==> src/rtl/rtimer_pkg.sv <==
package rtimer_pkg;
  localparam int unsigned BUS_W  = 8;
  localparam int unsigned ADDR_W = 2;

  localparam logic [ADDR_W-1:0] ADR_CTRL = 2'd0;
  localparam logic [ADDR_W-1:0] ADR_LOW  = 2'd1;
  localparam logic [ADDR_W-1:0] ADR_HIGH = 2'd2;

  localparam int unsigned BIT_RUN  = 0;
  localparam int unsigned BIT_ONCE = 1;

  typedef struct packed {
    logic once;
    logic run;
  } ctrl_t;
endpackage

==> src/rtl/rtimer_rdmux.sv <==
module rtimer_rdmux
  import rtimer_pkg::*;
#(
  parameter int unsigned CNT_W = 13,
  localparam int unsigned HI_W = CNT_W - BUS_W
) (
  input  logic [ADDR_W-1:0] addr_i,
  input  ctrl_t             ctrl_i,
  input  logic [BUS_W-1:0]  lo_i,
  input  logic [HI_W-1:0]   hi_i,
  output logic [BUS_W-1:0]  rdata_o
);
  logic [BUS_W-1:0] hi_ext;
  logic [BUS_W-1:0] ctrl_ext;

  generate
    if (HI_W < BUS_W) begin : g_pad_hi
      assign hi_ext = {{(BUS_W-HI_W){1'b0}}, hi_i};
    end else begin : g_full_hi
      assign hi_ext = hi_i[BUS_W-1:0];
    end
  endgenerate

  always_comb begin
    ctrl_ext           = '0;
    ctrl_ext[BIT_RUN]  = ctrl_i.run;
    ctrl_ext[BIT_ONCE] = ctrl_i.once;
  end

  always_comb begin
    unique case (addr_i)
      ADR_CTRL: rdata_o = ctrl_ext;
      ADR_LOW:  rdata_o = lo_i;
      ADR_HIGH: rdata_o = hi_ext;
      default:  rdata_o = '0;
    endcase
  end
endmodule

==> src/rtl/rtimer_regs.sv <==
module rtimer_regs
  import rtimer_pkg::*;
#(
  parameter int unsigned CNT_W = 13,
  localparam int unsigned HI_W = CNT_W - BUS_W
) (
  input  logic              clk,
  input  logic              rst_n,
  input  logic [ADDR_W-1:0] addr_i,
  input  logic              wr_i,
  input  logic [BUS_W-1:0]  wdata_i,
  input  logic              done_i,
  output ctrl_t             ctrl_o,
  output logic              kill_o,
  output logic [BUS_W-1:0]  lo_o,
  output logic [HI_W-1:0]   hi_o,
  output logic [CNT_W-1:0]  reload_o
);
  ctrl_t            ctrl_q, ctrl_d;
  logic [BUS_W-1:0] lo_q, lo_d;
  logic [HI_W-1:0]  hi_q, hi_d;
  logic             ctrl_wr, lo_wr, hi_wr;

  assign ctrl_wr = wr_i && (addr_i == ADR_CTRL);
  assign lo_wr   = wr_i && (addr_i == ADR_LOW);
  assign hi_wr   = wr_i && (addr_i == ADR_HIGH);

  always_comb begin
    ctrl_d = ctrl_q;
    lo_d   = lo_q;
    hi_d   = hi_q;
    if (done_i) ctrl_d.run = 1'b0;
    if (ctrl_wr) begin
      ctrl_d.run  = wdata_i[BIT_RUN];
      ctrl_d.once = wdata_i[BIT_ONCE];
    end
    if (lo_wr) lo_d = wdata_i;
    if (hi_wr) hi_d = wdata_i[HI_W-1:0];
  end

  always_ff @(posedge clk or negedge rst_n) begin
    if (!rst_n) begin
      ctrl_q <= '0;
      lo_q   <= '0;
      hi_q   <= '0;
    end else begin
      ctrl_q <= ctrl_d;
      lo_q   <= lo_d;
      hi_q   <= hi_d;
    end
  end

  assign ctrl_o   = ctrl_q;
  assign kill_o   = ctrl_wr && !wdata_i[BIT_RUN];
  assign lo_o     = lo_q;
  assign hi_o     = hi_q;
  assign reload_o = {hi_q, lo_q};

  // completion without a bus write clears the run bit
  p_selfclear_r7: assert property (@(posedge clk) disable iff (!rst_n)
    (done_i && !ctrl_wr) |=> !ctrl_q.run);

  // a bus write of run=1 wins over the self-clear
  p_sw_wins_r10: assert property (@(posedge clk) disable iff (!rst_n)
    (done_i && ctrl_wr && wdata_i[BIT_RUN]) |=> ctrl_q.run);
endmodule

==> src/rtl/rtimer_core.sv <==
module rtimer_core #(
  parameter int unsigned CNT_W = 13
) (
  input  logic             clk,
  input  logic             rst_n,
  input  logic             tick_i,
  input  logic             run_i,
  input  logic             once_i,
  input  logic             kill_i,
  input  logic [CNT_W-1:0] reload_i,
  output logic             tc_o,
  output logic             done_o
);
  logic [CNT_W-1:0] cnt_q, cnt_d;
  logic             armed_q, armed_d;
  logic             tc_q, tc_d;
  logic             at_zero, active;

  assign at_zero = (cnt_q == '0);
  assign active  = run_i && !kill_i;
  assign done_o  = tick_i && active && armed_q && at_zero && once_i;

  always_comb begin
    cnt_d   = cnt_q;
    armed_d = armed_q;
    tc_d    = tc_q;
    if (!active) begin
      armed_d = 1'b0;
      tc_d    = 1'b0;
    end else if (tick_i) begin
      if (!armed_q) begin
        cnt_d   = reload_i;
        armed_d = 1'b1;
        tc_d    = (reload_i == '0);
      end else if (at_zero) begin
        if (once_i) begin
          armed_d = 1'b0;
          tc_d    = 1'b0;
        end else begin
          cnt_d = reload_i;
          tc_d  = (reload_i == '0);
        end
      end else begin
        cnt_d = cnt_q - 1'b1;
        tc_d  = (cnt_q == CNT_W'(1));
      end
    end
  end

  always_ff @(posedge clk or negedge rst_n) begin
    if (!rst_n) begin
      cnt_q   <= '0;
      armed_q <= 1'b0;
      tc_q    <= 1'b0;
    end else begin
      cnt_q   <= cnt_d;
      armed_q <= armed_d;
      tc_q    <= tc_d;
    end
  end

  assign tc_o = tc_q;

  // the count holds between ticks
  p_hold_r4: assert property (@(posedge clk) disable iff (!rst_n)
    !tick_i |=> $stable(cnt_q));

  // a running, nonzero count steps down by one per tick
  p_step_r4: assert property (@(posedge clk) disable iff (!rst_n)
    (tick_i && active && armed_q && !at_zero) |=> (cnt_q == $past(cnt_q) - 1'b1));

  // the pulse is only ever high while the count sits at zero
  p_tc_zero_r5: assert property (@(posedge clk) disable iff (!rst_n)
    tc_q |-> at_zero);

  // repeating mode reloads on the tick after zero
  p_reload_r6: assert property (@(posedge clk) disable iff (!rst_n)
    (tick_i && active && armed_q && at_zero && !once_i) |=> (cnt_q == $past(reload_i)));

  // a stopped timer never shows a pulse
  p_tc_run_r9: assert property (@(posedge clk) disable iff (!rst_n)
    tc_q |-> run_i);
endmodule

==> src/rtl/rtimer_top.sv <==
module rtimer_top
  import rtimer_pkg::*;
#(
  parameter int unsigned CNT_W = 13
) (
  input  logic        clk,
  input  logic        rst_n,
  input  logic        tick,
  input  logic [1:0]  bus_addr,
  input  logic        bus_wr,
  input  logic [7:0]  bus_wdata,
  output logic [7:0]  bus_rdata,
  output logic        tc
);
  localparam int unsigned HI_W = CNT_W - BUS_W;

  ctrl_t            ctrl;
  logic             kill, done;
  logic [BUS_W-1:0] lo;
  logic [HI_W-1:0]  hi;
  logic [CNT_W-1:0] reload;

  rtimer_regs #(.CNT_W(CNT_W)) u_regs (
    .clk      (clk),
    .rst_n    (rst_n),
    .addr_i   (bus_addr),
    .wr_i     (bus_wr),
    .wdata_i  (bus_wdata),
    .done_i   (done),
    .ctrl_o   (ctrl),
    .kill_o   (kill),
    .lo_o     (lo),
    .hi_o     (hi),
    .reload_o (reload)
  );

  rtimer_core #(.CNT_W(CNT_W)) u_core (
    .clk      (clk),
    .rst_n    (rst_n),
    .tick_i   (tick),
    .run_i    (ctrl.run),
    .once_i   (ctrl.once),
    .kill_i   (kill),
    .reload_i (reload),
    .tc_o     (tc),
    .done_o   (done)
  );

  rtimer_rdmux #(.CNT_W(CNT_W)) u_rdmux (
    .addr_i  (bus_addr),
    .ctrl_i  (ctrl),
    .lo_i    (lo),
    .hi_i    (hi),
    .rdata_o (bus_rdata)
  );
endmodule

==> config.mk <==
export PLATFORM = sky130hd
export DESIGN_NAME = rtimer_top
export DESIGN_NICKNAME = d
export VERILOG_FILES = /design/src/rtl/rtimer_pkg.sv /design/src/rtl/rtimer_rdmux.sv /design/src/rtl/rtimer_regs.sv /design/src/rtl/rtimer_core.sv /design/src/rtl/rtimer_top.sv
export SDC_FILE = /design/constraint.sdc
export NUM_CORES = 1
export LEC_CHECK = 0
export ABC_AREA = 1
export BUFFER_PORTS_ARGS = -buffer_cell sky130_fd_sc_hd__buf_4
export CAP_MARGIN = 20
export CORE_MARGIN = 2
export CORE_UTILIZATION = 58
export DETAILED_ROUTE_END_ITERATION = 7
export GPL_TIMING_DRIVEN = 0
export MAX_ROUTING_LAYER = met4
export PLACE_DENSITY_LB_ADDON = 0.25
export REMOVE_ABC_BUFFERS = 1
export SLEW_MARGIN = 20
export SYNTH_ARGS = -nofsm -noshare
export SYNTH_HDL_FRONTEND = slang
export SYNTH_HIERARCHICAL = 1
export SYNTH_SLANG_ARGS = --single-unit
export TNS_END_PERCENT = 1
==> constraint.sdc <==
create_clock -name clk -period 1.9 [get_ports clk]
set_input_delay 0.19 -clock clk [delete_from_list [all_inputs] [get_ports clk]]
set_output_delay 0.19 -clock clk [all_outputs]
set_load 0.02 [all_outputs]
Word level (Yosys, flattened, before mapping) --
Cells that the tools add are included.
Storage, ports and cells: bits in registers 30, latch bits 0, bits in writable memories 0, ROM bits 0, input port bits 14, logic and storage cells 45, memories 0
Cells by class: $add $sub $neg 1, multiply operators 0, divide/modulo/power cells 0, $lt $le $gt $ge 0, equality and inequality tests 5, shift operators 0, multiplexer cells 16, bitwise operators 0, reduce and logical (&&, ||, !) cells 16
Operators with widths (count):
- 13-bit 2-to-1 mux | 3
- 13-bit zero test | 2
- 8-bit one-hot mux with 3 select lines | 1
- 13-bit by 1-bit equality test with 1-bit output (second input constant) | 1
- 13-bit by 1-bit subtractor with 13-bit output (second input constant) | 1
- 1-bit 2-to-1 mux | 12
- 1-bit logical AND | 9
- 3-bit != test (second input constant) | 1
- 3-bit AND reduction | 1
- 2-bit by 1-bit equality test with 1-bit output (second input constant) | 1
- 2-bit equality test (second input constant) | 1
- 1-bit zero test | 2
- 2-bit zero test | 1
- 2-bit != test (second input constant) | 1
- 2-bit nonzero test | 1

Logic depth before layout (Yosys ltp) --
Gate-level depths: netlist of run 1.
depth after elaboration 11, depth in mapped cells 12

Hierarchy --
The synthesis of run 1 kept the hierarchy.
By module, submodules not included:
- rtimer_core | times used 1, cells an instance 178, area an instance 1196.1 um2, seq. area each 375.4 um2
- rtimer_regs | times used 1, cells an instance 78, area an instance 737.0 um2, seq. area each 375.4 um2
- rtimer_rdmux | times used 1, cells an instance 28, area an instance 122.6 um2, seq. area each 0.0 um2

Worst setup path after synthesis of run 1 --
No wires, ideal clock.
kind reg-to-reg, start point reg u_core.cnt_q[0], end point reg u_core.cnt_q[12], setup time 0.116 ns, arrival time 1.366 ns, data required time 1.784 ns, slack 0.418 ns, cell stages (with the launch flop) 11, period minus slack after synthesis 1.482 ns, cells stage by stage dfrtp_1 -> inv_1 -> ha_1 -> nand2_2 -> nor2_4 -> nand3b_2 -> nand2_4 -> inv_4 -> buf_6 -> nand2_1 -> nand2_1
Between the ends: word-level cells in the longest chain between the ends 3
Ends and longest elaborated chain:
- from (decl) | line rtimer_core.sv:14 | logic [CNT_W-1:0] cnt_q, cnt_d;
- from (signal assigned) | line rtimer_core.sv:56 | cnt_q <= cnt_d;
- 13-bit by 1-bit subtractor with 13-bit output or 13-bit zero test (tied branches) | line rtimer_core.sv:44, rtimer_core.sv:19
- 13-bit 2-to-1 mux or 3-bit != test (tied branches)
- 13-bit 2-to-1 mux or 3-bit AND reduction (tied branches)
Parallel ways exist; a longest one is shown, timed or not. A chain may end at the register's enable or synchronous reset.

Worst setup path after layout of run 1 --
start point reg u_core.cnt_q[0], end point reg u_core.tc_q (netlist: u_core/tc_o)
Between the ends: word-level cells in the longest chain between the ends 5
Ends and longest elaborated chain:
- 13-bit by 1-bit equality test with 1-bit output or 13-bit zero test (tied branches) | line rtimer_core.sv:45, rtimer_core.sv:19
- 1-bit 2-to-1 mux (*) | line rtimer_core.sv:35 | end else if (at_zero) begin
- 1-bit 2-to-1 mux (*) | line rtimer_core.sv:31 | if (!armed_q) begin
- 1-bit 2-to-1 mux (*) | line rtimer_core.sv:30 | end else if (tick_i) begin
- 1-bit 2-to-1 mux (*) | line rtimer_core.sv:27 | if (!active) begin
- to (signal assigned) | line rtimer_core.sv:58 | tc_q <= tc_d;
- to (decl) | line rtimer_core.sv:16 | logic tc_q, tc_d;
Mark *: on every way between the ends. The rest lies on a longest branch, timed or not. The select of a mux whose other input is x is not followed.

==> out/metrics.sh, run 1 <==
STATUS='finished, final reports clean'
ANTENNA_CELLS=0
FINAL-MAX-SLEW-VIOLATION-COUNT=0
CP_MAX_FO=16
YS.WARNINGS.COUNT=6
TOTALNEGATIVESETUPSLACK_NS=0
LAYOUT.CELLS.MOST_COMMON_LIST='nand2_1, inv_1, dfrtp_1, nor2_1, buf_4'
CLKLATENCYLATEPIN_NS=0.32
CTS.PATH.MAX_BUFFERS=2
CRITICAL_PATH_CLASS='reg2reg'
PERIOD_MINUS_SLACK_NS=1.68
DIE_X_EXTENT_UM=63.5
CLOCK_POWER_SHARE_PCT=13.6
TOP_LEVEL_PORTS=23
POWER-PER-CELL-AREA_mW_PER_MM2=1150
WORST_R2R_PATH_DEPTH=9
CRIT_PATH_CELL_TRACE='inv_1 -> ha_1 -> nand2_2 -> nor2_4 -> nand3b_2 -> nand2_4 -> inv_4 -> nand3_1 -> nand2_1'
WORSTPATHARRIVAL_NS=1.90
GRT_SETUP_UNREPAIRED='false'
CLOCK_ROOT_BUFFER='clkbuf_4'
ANT_NETS=0
GRT_PASS1_WL_MM=6.87
POST-DP-HPWL_MM=2.91
PLACEABLECOREAREA_MM2=0.00336
FINALCRITPERIODSHARE_PCT=88.5
IRDROPWORSTVDD_uV=604
FIN_WORST_HOLD_SLACK_NS=0.108
CTS_HTREE_LEVELS=2
REPORT.POWER.TOTAL_W=0.00250
CTS_MADE_BUFFERS=5
CTS.REPORTEDPATHS.CLKPINSLEW_NS=0.09
P_LEAK_nW=1.18
DR_TOTAL_VIAS=1700
FIN_WORST_SKEW_NS=0.00702
DRV.MAX_CAP_VIOLATION_COUNT=0
TIMING.CRITICAL_PATH.SLOWEST_STAGE_CELL='dfrtp_1'
AVGVIACOUNTPERCELL=4.97
POST_CTS.REPAIR.SETUP_BUFFERS=0
NUMPLACEDINSTANCES=334
CTSHOLDBUFFERS=1
GRT_ANTENNA_BEFORE_REPAIR=0
GRT_START_MAX_NET_PINS=31
GLOBALROUTE.TOTALOVERFLOW=0
CTS.SINK_COUNT=30
MIN_TO='u_regs/lo_o[7]'
HOLD_VIOL_FINAL=0
GRTUSAGETOTAL_PCT=22.3
SWITCHING_SHARE_PCT=44.1
MAX_CLOCK_FREQ_MHz=595
FP.DIEAREA_MM2=0.00404
COUNT_OF_PORT_BUFFERS_ADDED_DURING_PLACEMENT=22
WORST_SETUP_PATH_START_KIND='flip-flop'
WIRE_PER_INST_UM=11.5
MOST_COMMON_CELL_AFTER_LAYOUT_FILL_AND_TAPS_ASIDE='nand2_1'
WORSTHOLDPATHCELLS=3
ROUTED_WL_MM=3.95
NUM-FILL-CELLS=330
SW_PWR_W=0.00110
MAX-SLEW-MARGIN-REL_PCT=74.8
REQUIRED_NS=2.12
DETAIL_ROUTE.DRC_VIOLATIONS=0
DETAIL_ROUTE.FIRST_PASS.ITERATIONS=5
SEQPWRFRAC_PCT=41.9
ROWS=21
SYN_AVG_CELL_AREA_UM2=7.24
INTERNAL_POWER_SUMMED_OVER_ALL_CELLS_W=0.00140
AREAGROWTHSYNTHTOFINISH_PCT=6.03
CTSRESIZECOUNT=0
SYNTH_CELL_TYPE_COUNT=27
WORSTHOLDSTART='bus_wdata[7]'
SEQUENTIAL_SHARE_OF_THE_SYNTHESIZED_AREA_PCT=36.5
CRITICAL-PATH-MAX-STAGE-DELAY_NS=0.42
CHIPHEIGHT_UM=63.5
NNETSFINAL=313
LAYOUT-DRIVE-GT1-SHARE_PCT=17.9
POST_SYNTH_INST_COUNT=284
DETAIL_ROUTE.ITER0.VIOLATIONS=113
SYNTHESIS.AREA_MM2=0.00206
R2R-START='u_core/cnt_q[0]'
WORST-R2R-SETUP-SLACK_NS=0.22
TIMING.CRITICAL_PATH.TO_TYPE='flip-flop'
FINAL-INSTANCE-COUNT-EXCL-FILL=342
HOLD_PATH_CLASS='in2reg'
TIGHTEST_SLEW_NS=0.377
COMB_POWER_SHARE_PCT=44.5
CLOCK_TREE_FROM_TRITONCTS='built'
PLACE.GP.CONGESTION=0.828
START_UTIL_PCT=61.1
SYNTH_SEQ_CELLS=30
REG2REG_TO='u_core/tc_o'
SETUP_VIOL_COUNT_FINAL=0
GRT_PASS1_VIAS=1614
==> critical path: cells and delay by family, from the launching register on <==
kind                       cells  cell delay, ns
and+or+nand+nor                6            0.71
DFF                            1            0.42
adders and majority gates      1            0.18
buffers and inverters          2            0.27
==> power by group through the flow <==
stage                     registers [W]  logic (W)  clock network [W]
final                           0.00105    0.00111           0.000341
after global routing            0.00108    0.00128           0.000380
after CTS                       0.00105    0.00112           0.000353
after detailed placement        0.00106    0.00111                  0
after global placement          0.00105    0.00108                  0
after floorplan                 0.00100   0.000884                  0
==> sequential cells by signal, indices dropped and copies added, names as in the netlist <==
register / count
u_core/tc_o: 1
u_regs/lo_o: 8
u_regs/ctrl_o: 2
u_core/armed_q: 1
u_regs/hi_o: 5
u_core/cnt_q: 13
==> Yosys cell counts, drive strengths merged <==
cell type    n  area (um2)
inv         34         133
a21oi        2        10.0
o21ai       20         130
nor2        31         139
nand3b       4        33.8
nand4        3        18.8
nor3         3        15.0
buf         18         154
ha           3        37.5
xnor2        5        43.8
dfrtp       30         751
nand3       22         143
xor2         1        8.76
nand2      108         439
==> layout make-up <==
class,instances,area [um2],share of cell area (%)
clock buffers,7,45.0,2.07
multi-input cells,202,1020,46.7
repair buffers,23,175,8.04
well taps,46,57.6,2.64
flip-flops and latches,30,751,34.4
inverters,34,133,6.08
==> logic make-up (layout without fill, tap and decap cells) <==
kind of cell	Yosys count	in the layout	share of synthesized area, %
compound gates	22	22	6.82
xor+xnor	6	6	2.56
fa+ha+maj	3	3	1.83
buf+inv	52	64	13.9
flops	30	30	36.5
simple gates	171	171	38.3
==> per-layer routing <==
metal  up-vias  global-route usage [%]  routed length [um]
li1        890                       -                   -
met1       767                    27.3                1850
met2        37                    36.1                1890
met3         6                    5.54                 162
met4         0                    7.34                  51
met5         -                       -                   0
==> how the worst max path moves through the flow <==
stage                    startpoint               to  slack [ns]  cells after the start
floorplan           u_core/cnt_q[0]  u_core/cnt_q[7]        0.43                      9
global placement    u_core/cnt_q[0]      u_core/tc_o        0.24                      9
detailed placement  u_core/cnt_q[0]      u_core/tc_o        0.22                      9
CTS                 u_core/cnt_q[0]      u_core/tc_o        0.20                      9
global route        u_core/cnt_q[0]  u_core/cnt_q[7]        0.07                      9
finish              u_core/cnt_q[0]      u_core/tc_o        0.22                      9
==> per-stage QoR <==
step	setup slack (ns)	instance area, um2	util (%)
after detailed placement	0.224	2120	63.2
after CTS	0.205	2180	64.8
after global routing	0.0733	2180	64.8
after floorplan	0.434	1900	-
final	0.219	2180	64.8
after global placement	0.239	2120	63.2
Power figures use the tool's default switching activity.
==> run 2, diff against run 1 <==
--- a/config.mk
+++ b/config.mk
@@ -8,13 +8,14 @@
 export ABC_AREA = 1
 export BUFFER_PORTS_ARGS = -buffer_cell sky130_fd_sc_hd__buf_4
 export CAP_MARGIN = 20
+export CELL_PAD_IN_SITES_DETAIL_PLACEMENT = 0
+export CELL_PAD_IN_SITES_GLOBAL_PLACEMENT = 1
 export CORE_MARGIN = 2
-export CORE_UTILIZATION = 58
+export CORE_UTILIZATION = 42
 export DETAILED_ROUTE_END_ITERATION = 7
 export GPL_TIMING_DRIVEN = 0
 export MAX_ROUTING_LAYER = met4
 export PLACE_DENSITY_LB_ADDON = 0.25
-export REMOVE_ABC_BUFFERS = 1
 export SLEW_MARGIN = 20
 export SYNTH_ARGS = -nofsm -noshare
 export SYNTH_HDL_FRONTEND = slang
==> out/metrics.sh, run 2 (synthesis results as in run 1) <==
STATUS='finished, final reports clean'
COMB_POWER_SHARE_PCT=44.8  # +0.3 points
CTSRESIZECOUNT=0  # unchanged
CRITICAL-PATH-MAX-STAGE-DELAY_NS=0.41  # about the same
ROUTED_WL_MM=4.32  # +9.3%
ROWS=25  # +19%
TIMING.CRITICAL_PATH.SLOWEST_STAGE_CELL='dfrtp_1'
MAX_CLOCK_FREQ_MHz=594  # -0.11%
CLOCK_POWER_SHARE_PCT=17.5  # +3.9 points
TIMING.CRITICAL_PATH.TO_TYPE='flip-flop'
SETUP_VIOL_COUNT_FINAL=0  # unchanged
ANTENNA_CELLS=0  # unchanged
LARGEST_REG_FLOPS=13  # unchanged
REQUIRED_NS=2.07  # -0.05 ns
FIN_WORST_SKEW_NS=0.00844  # +0.00142 ns
CTS.PATH.MAX_BUFFERS=2  # unchanged
P_LEAK_nW=1.29  # +9.2%
CRITICAL_PATH.TOP_DELAY_FAMILY='simple AND/OR/NAND/NOR gates'
GRT_ANTENNA_BEFORE_REPAIR=0  # unchanged
SW_PWR_W=0.00114  # +3.7%
SWITCHING_SHARE_PCT=41.8  # -2.3 points
TOTALNEGATIVESETUPSLACK_NS=0  # unchanged
PLACEMENT.SETUP.WORST_SLACK_NS=0.217  # -0.00758 ns
HOLD_PATH_CLASS='in2reg'
CRITPATHBUFINV=2  # unchanged
CTS.REPORTEDPATHS.CLKPINSLEW_NS=0.07  # -0.02 ns
AREAGROWTHSYNTHTOFINISH_PCT=16.3
IRDROPWORSTVDD_uV=417  # -31%
CLOCK_ROOT_BUFFER='clkbuf_8'
TIGHTEST_SLEW_NS=0.397  # +0.0200 ns
LAYOUT.CELLS.MOST_COMMON_LIST='nand2_1, buf_4, inv_1, dfrtp_1, nor2_1'
GRT_PASS1_VIAS=1654  # +2.5%
GRT_START_MAX_NET_PINS=31  # unchanged
POST_CTS.REPAIR.SETUP_BUFFERS=0  # unchanged
POWER-PER-CELL-AREA_mW_PER_MM2=1140  # -0.30%
HOLD_VIOL_FINAL=0  # unchanged
POST-ROUTE-WORST-SETUP-SLACK_NS=0.217  # -0.00191 ns
POST-DP-HPWL_MM=3.28  # +13%
CLOCK_TREE_FROM_TRITONCTS='built'
GRT_PASS1_WL_MM=7.60  # +11%
AVGVIACOUNTPERCELL=4.50  # -9.4%
FP.DIEAREA_MM2=0.00547  # +36%
ANT_NETS=0  # unchanged
TOP_LEVEL_PORTS=23  # unchanged
GLOBALROUTE.TOTALOVERFLOW=0  # unchanged
DETAIL_ROUTE.FIRST_PASS.ITERATIONS=4  # -1
CTS.SINK_COUNT=30  # unchanged
DR_TOTAL_VIAS=1715  # +0.88%
CTS_MADE_BUFFERS=5  # unchanged
WORSTPATHARRIVAL_NS=1.86  # -0.04 ns
NNETSFINAL=331  # +5.8%
COUNT_OF_PORT_BUFFERS_ADDED_DURING_PLACEMENT=22  # unchanged
START_UTIL_PCT=43.5  # -18 points
GRT_SETUP_UNREPAIRED='false'
CRIT_PATH_CELL_TRACE='inv_1 -> ha_1 -> nand2_2 -> nor2_4 -> nand2_4 -> nand2_8 -> buf_6 -> o21ai_0 -> nand3_1 -> nand2_1'
WORST_SETUP_PATH_START_KIND='flip-flop'
FINALCRITPERIODSHARE_PCT=88.6  # +0.10 points
CTS_HTREE_LEVELS=2  # unchanged
INTERNAL_POWER_SUMMED_OVER_ALL_CELLS_W=0.00159  # +14%
MAX-SLEW-MARGIN-REL_PCT=73.5  # -1.3 points
MAPPEDNETLISTNETS=301
FINAL-MAX-SLEW-VIOLATION-COUNT=0  # unchanged
SEQPWRFRAC_PCT=37.7  # -4.2 points
DIE_X_EXTENT_UM=74.0  # +16%
DRV.MAX_CAP_VIOLATION_COUNT=0  # unchanged
PERIOD_MINUS_SLACK_NS=1.68  # +0.00191 ns
PLACEABLECOREAREA_MM2=0.00472  # +40%
CHIPHEIGHT_UM=74.0  # +16%
GRTUSAGETOTAL_PCT=18.8  # -3.4 points
WIRE_PER_INST_UM=11.3  # -1.8%
PLACE.GP.CONGESTION=0.761  # -8.1%
MOST_COMMON_CELL_AFTER_LAYOUT_FILL_AND_TAPS_ASIDE='nand2_1'
DETAIL_ROUTE.DRC_VIOLATIONS=0  # unchanged
CP_MAX_FO=10  # -6
MAX_FLOP_REGISTER='u_core/cnt_q'
LAYOUT-DRIVE-GT1-SHARE_PCT=22.6  # +4.7 points
CRITICAL_PATH_CLASS='reg2reg'
DETAIL_ROUTE.ITER0.VIOLATIONS=64  # -43%
CLKLATENCYLATEPIN_NS=0.28  # -0.04 ns
run 2: through the flow:
step | cell area [um2] | total power [W] | cells | util [%] | hold slack, ns
floorplan | 2060 | 0.00198 | 284 | - | -0.106
global placement | 2300 | 0.00226 | 373 | 48.8 | 0.153
detailed placement | 2300 | 0.00227 | 373 | 48.8 | 0.150
CTS | 2390 | 0.00278 | 381 | 50.6 | 0.152
global route | 2390 | 0.00300 | 381 | 50.6 | 0.160
finish | 2390 | 0.00274 | 381 | 50.6 | 0.166
run 2: per-layer routing:
layer	part of all wire (%)	global-route usage [%]
met5	0	-
met4	0.58	7.27
met3	2.5	2.85
met2	49	30.0
met1	48	24.2
run 2: final timing paths:
path	start	to	slack, ns	depth (start not counted)
worst max-delay path	u_core/cnt_q[0]	u_core/tc_o	0.22	10
worst min-delay path	bus_wdata[6]	u_regs/lo_o[6]	0.17	3
worst max register to register	u_core/cnt_q[0]	u_core/tc_o	0.22	10
worst min register to register	u_core/cnt_q[12]	u_core/cnt_q[12]	0.49	2
max in group asynchronous	rst_n	u_regs/hi_o[3]	1.22	2
min in group asynchronous	rst_n	u_core/cnt_q[6]	0.38	2
run 2: layout make-up:
type                    count  area [um2]
inverters                  34         133
repair buffers             23         175
clock buffers               7        76.3
fillers                   495        2330
well taps                  67        83.8
plain buffers              18         154
multi-input cells         202        1020
flip-flops and latches     30         751
run 2: worst min-delay path, delay by kind of cell:
family	cells	cell delay, ns
AOI/OAI and AO/OA	1	0.05
buffers and inverters	2	0.16
run 2: timing repair:
action                                  in CTS  in global routing
endpoints found under the setup margin       0                  0
hold buffers                                 1                  0
hold endpoints to repair                    30                  0
run 2: power groups by stage:
stage / clock network (W) / logic (W) / registers, W
after CTS: 0.000508 / 0.00124 / 0.00103
after global routing: 0.000529 / 0.00141 / 0.00106
final: 0.000479 / 0.00123 / 0.00103
after global placement: 0 / 0.00122 / 0.00104
after floorplan: 0 / 0.000986 / 0.000993
after detailed placement: 0 / 0.00123 / 0.00104
==> run 3, diff against run 2 <==
--- a/config.mk
+++ b/config.mk
@@ -13,7 +13,7 @@
 export CORE_MARGIN = 2
 export CORE_UTILIZATION = 42
 export DETAILED_ROUTE_END_ITERATION = 7
-export GPL_TIMING_DRIVEN = 0
+export GPL_TIMING_DRIVEN = 1
 export MAX_ROUTING_LAYER = met4
 export PLACE_DENSITY_LB_ADDON = 0.25
 export SLEW_MARGIN = 20
==> out/metrics.sh, run 3 (synthesis results as in run 1) <==
SW_PWR_W=0.00115  # +0.66%
LAYOUT-DRIVE-GT1-SHARE_PCT=18.8  # -3.8 points
CP_MAX_FO=16  # +6
HOLD_PATH_CLASS='in2reg'
CLOCK_POWER_SHARE_PCT=19.7  # +2.2 points
CTS.SINK_COUNT=30  # unchanged
CRITICAL_PATH.TOP_DELAY_FAMILY='simple AND/OR/NAND/NOR gates'
START_UTIL_PCT=43.5  # unchanged
SWITCHING_SHARE_PCT=42.4  # +0.61 points
ROUTED_WL_MM=4.30  # -0.46%
LARGEST_REG_FLOPS=13  # unchanged
FP.DIEAREA_MM2=0.00547  # unchanged
FINAL-INSTANCE-COUNT-EXCL-FILL=365  # -4.2%
STATUS='finished, final reports clean'
MAX_FLOP_REGISTER='u_core/cnt_q'
ROWS=25  # unchanged
REPORT.POWER.TOTAL_W=0.00271  # -0.79%
PLACE.GP.CONGESTION=0.825  # +8.5%
LAYOUT.CELLS.MOST_COMMON_LIST='nand2_1, inv_1, dfrtp_1, nor2_1, buf_4'
TOTALNEGATIVESETUPSLACK_NS=0  # unchanged
PERIOD_MINUS_SLACK_NS=1.69  # +0.00374 ns
IRDROPWORSTVDD_uV=479  # +15%
DIE_X_EXTENT_UM=74.0  # unchanged
ANT_NETS=0  # unchanged
CLKLATENCYLATEPIN_NS=0.29  # about the same
TIMING.CRITICAL_PATH.SLOWEST_STAGE_CELL='dfrtp_1'
DR_TOTAL_VIAS=1670  # -2.6%
DETAIL_ROUTE.ITER0.VIOLATIONS=82  # +28%
CLOCK_ROOT_BUFFER='clkbuf_8'
PLACEABLECOREAREA_MM2=0.00472  # unchanged
POST-ROUTE-UTIL_PCT=47.8  # -2.8 points
MAX-SLEW-MARGIN-REL_PCT=74.3  # +0.80 points
AREAGROWTHSYNTHTOFINISH_PCT=9.92
CLOCK_TREE_FROM_TRITONCTS='built'
FINAL-MAX-SLEW-VIOLATION-COUNT=0  # unchanged
CTS_MADE_BUFFERS=5  # unchanged
SEQPWRFRAC_PCT=38.3  # +0.6 points
DETAIL_ROUTE.FIRST_PASS.ITERATIONS=4  # unchanged
TIGHTEST_SLEW_NS=0.385  # -0.0119 ns
CRITICAL-PATH-MAX-STAGE-DELAY_NS=0.41  # about the same
TOP_LEVEL_PORTS=23  # unchanged
GRTUSAGETOTAL_PCT=18.4  # -0.49 points
MAPPEDNETLISTNETS=301  # unchanged
INTERNAL_POWER_SUMMED_OVER_ALL_CELLS_W=0.00156  # -1.8%
GRT_ANTENNA_BEFORE_REPAIR=0  # unchanged
HOLD_VIOL_FINAL=0  # unchanged
CTS.PATH.MAX_BUFFERS=2  # unchanged
COMB_POWER_SHARE_PCT=42.0  # -2.8 points
CTS.REPORTEDPATHS.CLKPINSLEW_NS=0.07  # about the same
SETUP_VIOL_COUNT_FINAL=0  # unchanged
WORST_SETUP_PATH_START_KIND='flip-flop'
GRT_PASS1_WL_MM=7.31  # -3.8%
NNETSFINAL=314  # -5.1%
CRITICAL_PATH_CLASS='reg2reg'
CRITPATHBUFINV=2  # unchanged
GRT_START_MAX_NET_PINS=31  # unchanged
COUNT_OF_PORT_BUFFERS_ADDED_DURING_PLACEMENT=22  # unchanged
GRT_PASS1_VIAS=1590  # -3.9%
MOST_COMMON_CELL_AFTER_LAYOUT_FILL_AND_TAPS_ASIDE='nand2_1'
WIRE_PER_INST_UM=11.8  # +3.9%
ANTENNA_CELLS=0  # unchanged
DRV.MAX_CAP_VIOLATION_COUNT=0  # unchanged
TIMING.CRITICAL_PATH.TO_TYPE='flip-flop'
CHIPHEIGHT_UM=74.0  # unchanged
CRIT_PATH_CELL_TRACE='inv_1 -> ha_1 -> nand2_2 -> nor2_4 -> nand3b_2 -> nand2_4 -> inv_4 -> nand3_1 -> nand2_1'
GRT_SETUP_UNREPAIRED='false'
DETAIL_ROUTE.DRC_VIOLATIONS=0  # unchanged
GLOBALROUTE.TOTALOVERFLOW=0  # unchanged
FIN_WORST_SKEW_NS=0.00591  # -0.00253 ns
FINALCRITPERIODSHARE_PCT=88.8  # +0.20 points
AVGVIACOUNTPERCELL=4.58  # +1.6%
REQUIRED_NS=2.07  # about the same
NUMPLACEDINSTANCES=356  # -4.6%
WORSTPATHARRIVAL_NS=1.86  # about the same
P_LEAK_nW=1.21  # -6.2%
MAX_CLOCK_FREQ_MHz=593  # -0.22%
CTS_HTREE_LEVELS=2  # unchanged
POST-DP-HPWL_MM=3.20  # -2.5%
POWER-PER-CELL-AREA_mW_PER_MM2=1200  # +5.0%
-- run 3: path summary, 6_finish.rpt --
path | to | start | depth (start not counted) | slack [ns]
max | u_core/cnt_q[7] | u_core/cnt_q[0] | 9 | 0.21
min | u_regs/lo_o[6] | bus_wdata[6] | 3 | 0.15
max reg2reg | u_core/cnt_q[7] | u_core/cnt_q[0] | 9 | 0.21
min reg2reg | u_core/cnt_q[12] | u_core/cnt_q[12] | 2 | 0.49
max in group asynchronous | u_regs/ctrl_o[1] | rst_n | 2 | 1.24
min in group asynchronous | u_core/cnt_q[6] | rst_n | 2 | 0.37
-- run 3: routing by layer --
metal / global-route usage, % / routed length, um / vias to the layer above
met5: - / 0 / -
met4: 6.67 / 61 / 0
met3: 4.07 / 145 / 5
met2: 27.0 / 1930 / 26
met1: 24.9 / 2160 / 746
li1: - / - / 893
-- run 3: layout make-up --
type	count	area [um2]
tap	67	83.8
sequential	30	751
multi-input combinational	202	1020
inverter	34	133
clock buffer	7	86.3
clock inverter	1	5.00
fill	496	2460
timing repair buffer	24	183
-- run 3: worst min-delay path, stage by stage --
cell and delay [ns]:
buf_4 0.11, inv_1 0.05, o21ai_2 0.05
-- run 3: metrics by stage --
stage          hold slack (ns)  worst slack [ns]  cell area (um2)
3_5_place_dp             0.148             0.222             2160
6_report                 0.154             0.213             2260
3_3_place_gp             0.147             0.294             2160
4_1_cts                  0.144             0.212             2260
5_1_grt                  0.149            0.0609             2260
2_1_floorplan           -0.106             0.418             2060
-- run 3: what timing repair did --
item                                    4_1_cts  5_1_grt
endpoints found under the setup margin        0        0
hold endpoints to repair                     30        0
buffers inserted                              0        0
hold buffers                                  1        0
gates resized for setup                       0        0
-- run 3: power groups by stage --
stage | Combinational (W) | Sequential, W | Clock [W]
floorplan | 0.000986 | 0.000993 | 0
global placement | 0.00115 | 0.00104 | 0
detailed placement | 0.00114 | 0.00105 | 0
CTS | 0.00115 | 0.00104 | 0.000559
global route | 0.00131 | 0.00108 | 0.000583
finish | 0.00114 | 0.00104 | 0.000535
